### src/rtl/mpp_pkg.sv
package mpp_pkg;
    localparam int CNT_W  = 10;
    localparam int CMD_W  = 11;
    localparam int NUM_CH = 2;
    localparam logic [CNT_W-1:0] CNT_MAX = '1;
    localparam logic [CMD_W:0]   SAT_LIM = (CMD_W+1)'(2**CNT_W - 1);

    typedef struct packed {
        logic [CNT_W-1:0] mag;
        logic             dir;
    } drive_t;

    function automatic drive_t to_drive(input logic [CMD_W-1:0] cmd, input logic rev);
        drive_t d;
        logic [CMD_W:0] ext;
        logic [CMD_W:0] absv;
        ext  = {cmd[CMD_W-1], cmd};
        absv = cmd[CMD_W-1] ? (~ext + 1'b1) : ext;
        if (absv > SAT_LIM)
            d.mag = CNT_MAX;
        else
            d.mag = absv[CNT_W-1:0];
        d.dir = ((!cmd[CMD_W-1]) && (cmd != '0)) ^ rev;
        return d;
    endfunction
endpackage

### src/rtl/mpp_timebase.sv
module mpp_timebase
    import mpp_pkg::*;
(
    input  logic             clk,
    input  logic             rst,
    output logic [CNT_W-1:0] cnt_o,
    output logic             last_o,
    output logic             sync_o
);
    logic [CNT_W-1:0] cnt_q;
    logic             sync_q;

    assign last_o = (cnt_q == CNT_MAX);

    always_ff @(posedge clk) begin
        if (rst) begin
            cnt_q  <= '0;
            sync_q <= 1'b0;
        end else begin
            cnt_q  <= cnt_q + 1'b1;
            sync_q <= last_o;
        end
    end

    assign cnt_o  = cnt_q;
    assign sync_o = sync_q;
endmodule

### src/rtl/mpp_sm_convert.sv
module mpp_sm_convert
    import mpp_pkg::*;
(
    input  logic [CMD_W-1:0] cmd_i,
    input  logic             rev_i,
    output drive_t           drv_o
);
    always_comb drv_o = to_drive(cmd_i, rev_i);
endmodule

### src/rtl/mpp_channel.sv
module mpp_channel
    import mpp_pkg::*;
(
    input  logic             clk,
    input  logic             rst,
    input  logic             load_i,
    input  drive_t           next_i,
    input  logic [CNT_W-1:0] cnt_i,
    output logic             pwm_o,
    output logic             dir_o,
    output logic [CNT_W-1:0] mag_o
);
    drive_t act_q;

    always_ff @(posedge clk) begin
        if (rst)
            act_q <= '0;
        else if (load_i)
            act_q <= next_i;
    end

    assign pwm_o = (cnt_i < act_q.mag);
    assign dir_o = act_q.dir;
    assign mag_o = act_q.mag;
endmodule

### src/rtl/motor_pwm_pair.sv
module motor_pwm_pair
    import mpp_pkg::*;
#(
    parameter int NCH = NUM_CH
) (
    input  logic               clk,
    input  logic               rst,
    input  logic [NCH*CMD_W-1:0] cmd_i,
    input  logic [NCH-1:0]     rev_i,
    output logic [NCH-1:0]     pwm_o,
    output logic [NCH-1:0]     dir_o,
    output logic               sync_o
);
    logic [CNT_W-1:0]     cnt_w;
    logic                 last_w;
    logic [NCH*CNT_W-1:0] mag_w;

    mpp_timebase u_tb (
        .clk    (clk),
        .rst    (rst),
        .cnt_o  (cnt_w),
        .last_o (last_w),
        .sync_o (sync_o)
    );

    for (genvar k = 0; k < NCH; k++) begin : g_ch
        drive_t nxt;

        mpp_sm_convert u_conv (
            .cmd_i (cmd_i[k*CMD_W +: CMD_W]),
            .rev_i (rev_i[k]),
            .drv_o (nxt)
        );

        mpp_channel u_ch (
            .clk    (clk),
            .rst    (rst),
            .load_i (last_w),
            .next_i (nxt),
            .cnt_i  (cnt_w),
            .pwm_o  (pwm_o[k]),
            .dir_o  (dir_o[k]),
            .mag_o  (mag_w[k*CNT_W +: CNT_W])
        );
    end
endmodule

### config.mk
export PLATFORM = sky130hd
export DESIGN_NAME = motor_pwm_pair
export DESIGN_NICKNAME = d
export VERILOG_FILES = /design/src/rtl/mpp_pkg.sv /design/src/rtl/mpp_timebase.sv /design/src/rtl/mpp_sm_convert.sv /design/src/rtl/mpp_channel.sv /design/src/rtl/motor_pwm_pair.sv
export SDC_FILE = /design/constraint.sdc
export NUM_CORES = 1
export LEC_CHECK = 0
export ABC_CLOCK_PERIOD_IN_PS = 1500
export BUFFER_PORTS_ARGS = -buffer_cell sky130_fd_sc_hd__buf_2
export CAP_MARGIN = 30
export CORE_UTILIZATION = 51
export DETAILED_ROUTE_END_ITERATION = 8
export GPL_TIMING_DRIVEN = 0
export PLACE_DENSITY_LB_ADDON = 0.2
export SYNTH_ARGS = -nofsm -noshare
export SYNTH_HDL_FRONTEND = slang
export SYNTH_SLANG_ARGS = --single-unit
export TNS_END_PERCENT = 20
### constraint.sdc
create_clock -name clk -period 1.5 [get_ports clk]
set_clock_uncertainty 0.05 [all_clocks]
set_input_delay 0.3 -clock clk [delete_from_list [all_inputs] [get_ports clk]]
set_output_delay 0.3 -clock clk [all_outputs]
set_load 0.02 [all_outputs]
Word-level counts from Yosys, hierarchy flattened
Index checks and enable logic that the tools add are counted.

word-level totals
  flip-flop bits (word level) = 33
  input bits = 26
  word-level logic and storage cells = 28

cells by class
  add/sub/neg operators = 3
  $lt $le $gt $ge = 4
  eq/ne operators = 1
  mux-type cells = 4
  bitwise gates (word level) = 4
  reductions and logical operators = 6

operators with widths
  kind                     number
  $add A12 B1 Y12 const B  2
  $gt A12 B10 Y1 const B   2
  $mux W12                 2
  $not A12 Y12             2
  $reduce_bool A11 Y1      2
  $lt A10 B10 Y1           2
  $mux W10                 2
  $add A10 B1 Y10 const B  1
  $eq A10 B10 Y1 const B   1
  $logic_and A1 B1 Y1      2
  $logic_not A1 Y1         2
  $xor A1 B1 Y1            2

Depth between registers and ports, before layout
  word-level depth = 5
  depth in mapped cells = 7

Modules after synthesis
A second synthesis with hierarchy kept.

second synthesis, totals
  cell total of the unflattened synthesis = 288
  area total of the unflattened synthesis = 2328.5 um2

modules (own cells, without submodules)
  module          instances  cells an instance  area each (um2)
  mpp_channel     2          67                 610.6
  mpp_sm_convert  2          53                 322.8
  mpp_timebase    1          48                 461.7

Least setup slack after synthesis
OpenSTA, ideal clock, no wires.

  path kind = reg-to-output
  start point = reg u_tb.cnt_q[7] (netlist: u_tb.cnt_o[7])
  end point = out pwm_o[0]
  data arrival time = 1.373 ns
  data required time = 1.150 ns
  setup slack = -0.223 ns
  cell stages (with the launch flop) = 6
  path through = dfxtp_1 ha_1 a2111o_1 o22ai_1 o21bai_1 buf_4

on the way
  word-level cells in the longest chain between the ends = 1

RTL lines
  what                    RTL line              text
  start, declared         mpp_timebase.sv:10    logic [CNT_W-1:0] cnt_q;
  start signal, assigned  mpp_timebase.sv:20    cnt_q <= cnt_q + 1'b1;
  $lt A10 B10 Y1          mpp_channel.sv:22     assign pwm_o = (cnt_i < act_q.mag);
  end, declared           motor_pwm_pair.sv:10  output logic [NCH-1:0] pwm_o,

No other way between the ends.

Final worst setup path
  start point = reg u_tb.cnt_q[6] (netlist: u_tb.cnt_o[6])
  end point = out pwm_o[1]

Same word-level chain as after synthesis.

==> reports/qor.yml <==
outcome: "finished, violations left"
failed_checks: "setup timing"
synth_flop_cell: "sky130_fd_sc_hd__dfxtp_1"
finalHoldViolations: 0
finalNetCount: 346
cts-root-buf: "sky130_fd_sc_hd__clkbuf_8"
ctsHoldBuffers: 0
netlist.area_leader.share_pct: 30.9
antenna_found_initial: 0
clockBufferDepth: 2
fmax_mhz: 481
timing_worst_slew_pin_value_ns: 0.601
core.rowCount: 23
drt_iter0_markers: 79
p_total_mw: 1.84
top_level_ports: 31
routed_via_density: 5.36
synth-seq-area-share_pct: 30.9
cp_max_fo: 4
post_route_cells_drive_above_1_share_pct: 35.0
core_area_sq_um: 4000
yosys.area_share.simple_pct: 16.4
startpoint_type: "register"
vdd_ir_drop_max_v: 0.000421
final-setup-viol-count: 24
layout_setup_ws_ns: -0.579
grt_pass1_wl_mm: 7.89
postLayoutCellArea_sq_um: 2790
design.die.area_sq_um: 4460
die_h_um: 66.8
synth_fp_nets: 296
firstDrtPassIters: 4
slew-limit-headroom_pct: 60.0
synthToLayoutAreaGrowth_pct: 30.4
critical_path_cell_with_the_highest_stage_delay: "sky130_fd_sc_hd__a2111o_1"
grt_overflow_total: 0
timing.critical_path.slowest_cell_delay_ns: 0.42
final_cell_mix: "sky130_fd_sc_hd__nor2_1, sky130_fd_sc_hd__buf_2, sky130_fd_sc_hd__inv_1"
drt-total-wl_mm: 5.02
layout.cells.most_common: "sky130_fd_sc_hd__nor2_1"
cts_tree: "done"
cp_data_arrival_time_ns: 1.73
crit_path_leading_delay_family: "compound AO/OA/AOI/OAI gates"
path_cells: "ha_2 -> a2111o_1 -> o22ai_1 -> o21bai_1 -> buf_4"
drt_drc_violations_left: 0
compound_gate_portion_of_the_synthesized_area_pct: 22.5
grt_pass1_vias: 1614
clk_pin_slew_ns: 0.08
synthTopCellsByArea: "sky130_fd_sc_hd__dfxtp_1, sky130_fd_sc_hd__ha_1, sky130_fd_sc_hd__a211oi_1"
hold_path_startpoint: "rev_i[0]"
fraction_of_synthesized_cell_area_in_xor_and_xnor_cells_pct: 8.60
syn_area_sq_um: 2140
final_min_period_over_clock_period_pct: 139
tritoncts.num_buffers: 5
required_ns: 1.15
adder_cell_share_of_the_synthesized_area_pct: 12.3
pre_cts_ws_ns: -0.471
critPathBufInv: 1
rsz_0062_raised_after_global_routing: "yes"
fill_cell_total_of_the_finished_layout: 306
n_antenna_cell: 0
synth_warn: 0
synth_cell_types: 36
remaining_number_of_nets_flagged_by_the_antenna_check_after_routing: 0
syn_inst: 249
die-width_um: 66.8
final_period_minus_worst_setup_slack_ns: 2.08
cap_viol_max_count: 0
postSynthRegisterBits: 33
vias: 1877
power.leakage_nw: 1.10
setup.worst_path.class: "reg -> out"
postSynthAreaPerCell_sq_um: 8.59
dominant_combinational_cell_family_by_area_after_synthesis: "compound AO/OA/AOI/OAI gates"
yosys.area.top_type: "sky130_fd_sc_hd__dfxtp_1"
initial_core_util_pct: 53.5
setup_slack_of_the_worst_register_to_register_path_ns: -0.15
synthArstFlopShare_pct: 0
hold_path_class: "in -> reg"
setup.worst_path.end_class: "output port"
post_dp_cell_area_sq_um: 2360
place_hpwl_mm: 3.28
crit_start: "u_tb.cnt_o[6]$_SDFF_PP0_"
gp_congestion: 0.765
detail_route.wl_per_cell_um: 14.4
report.final.slew_viol_count: 0
rr_startpoint: "u_tb.cnt_o[0]$_SDFF_PP0_"
clkSinkCount: 33
grt_start_max_net_pins: 12
number_of_flops_mapped_to_enable_cells_by_yosys: 0
worstSkewPairLatency_ns: 0.30
h-tree-depth: 2
port_buffers: 29
grt.total_usage_pct: 24.4
synth.mux.area_fraction_pct: 0.936
ratio_of_total_power_to_cell_area_nw_per_um2: 660
==> stage by stage <==
| step | hold WS, ns | util (%) | TNS, ns | instances |
|---|---|---|---|---|
| floorplan | 0.382 | - | -2.63 | 249 |
| global placement | 0.422 | 59.0 | -9.90 | 328 |
| detailed placement | 0.432 | 59.0 | -10.01 | 328 |
| CTS | 0.240 | 67.3 | -4.62 | 347 |
| global route | 0.248 | 69.7 | -5.45 | 350 |
| finish | 0.246 | 69.7 | -3.60 | 350 |
==> worst paths after layout <==
path | cells after the start | end
setup / recovery | 5 | pwm_o[1]
hold reg to reg | 2 | g_ch[1].u_ch.mag_o[6]$_SDFFE_PP0P_
setup reg to reg | 8 | g_ch[0].u_ch.mag_o[5]$_SDFFE_PP0P_
hold / removal | 3 | g_ch[0].u_ch.dir_o$_SDFFE_PP0P_
==> tightest hold or removal path, delay by kind of cell <==
family          cells  cell delay [ns]
buf+inv             1             0.10
compound gates      2             0.14
==> area by class of cell <==
cell class	count	area [sq um]	share of cell area [%]
buffer	12	68.8	2.47
clock buffer	5	68.8	2.47
clock inverter	3	17.5	0.628
inverter	28	105	3.77
multi-input combinational	175	1440	51.8
sequential	33	698	25.0
tap	50	62.6	2.24
timing repair buffer	44	324	11.6
==> sequential cells by signal (all words and copies together), names as in the netlist <==
signal,count
g_ch.u_ch.dir_o,2
u_tb.cnt_o,10
u_tb.sync_o,1
g_ch.u_ch.mag_o,20
==> Yosys cell counts, types with 4 or more instances <==
cell,count
sky130_fd_sc_hd__nor2_1,34
sky130_fd_sc_hd__dfxtp_1,33
sky130_fd_sc_hd__inv_1,28
sky130_fd_sc_hd__ha_1,21
sky130_fd_sc_hd__a211oi_1,20
sky130_fd_sc_hd__xor2_1,15
sky130_fd_sc_hd__o21ai_0,13
sky130_fd_sc_hd__or3_1,8
sky130_fd_sc_hd__a21oi_1,7
sky130_fd_sc_hd__buf_2,6
sky130_fd_sc_hd__o41ai_1,6
sky130_fd_sc_hd__xnor2_1,6
sky130_fd_sc_hd__nand3_1,5
sky130_fd_sc_hd__a211oi_2,4
sky130_fd_sc_hd__buf_4,4
sky130_fd_sc_hd__clkbuf_1,4
sky130_fd_sc_hd__nand2_1,4
sky130_fd_sc_hd__nand2b_1,4
==> cells by family after synthesis <==
kind of cell / after synthesis
and+or+nand+nor: 66
AOI/OAI and AO/OA: 64
buffers and inverters: 42
DFF: 33
xor gates and xnor gates: 21
adders and majority gates: 21
muxes: 2
==> per-layer routing <==
metal / up-vias / track usage (%) / part of all wire (%)
met3: 7 / 5.48 / 4.0
met5: - / 0 / 0
met1: 849 / 32.8 / 48
li1: 976 / - / -
met4: 0 / 10.4 / 1.5
met2: 45 / 37.1 / 46
==> where the power goes <==
part           switching, mW  internal, mW
clock                  0.361         0.320
combinational          0.152         0.122
sequential            0.0142         0.872
==> timing repair <==
action | 4_1_cts | 5_1_grt
gates cloned | 2 | 1
gates resized for setup | 35 | 21
setup buffers | 11 | 2
pin swaps | 10 | 10
endpoints found under the setup margin | 24 | 24
(Power assumes the default switching activity.)
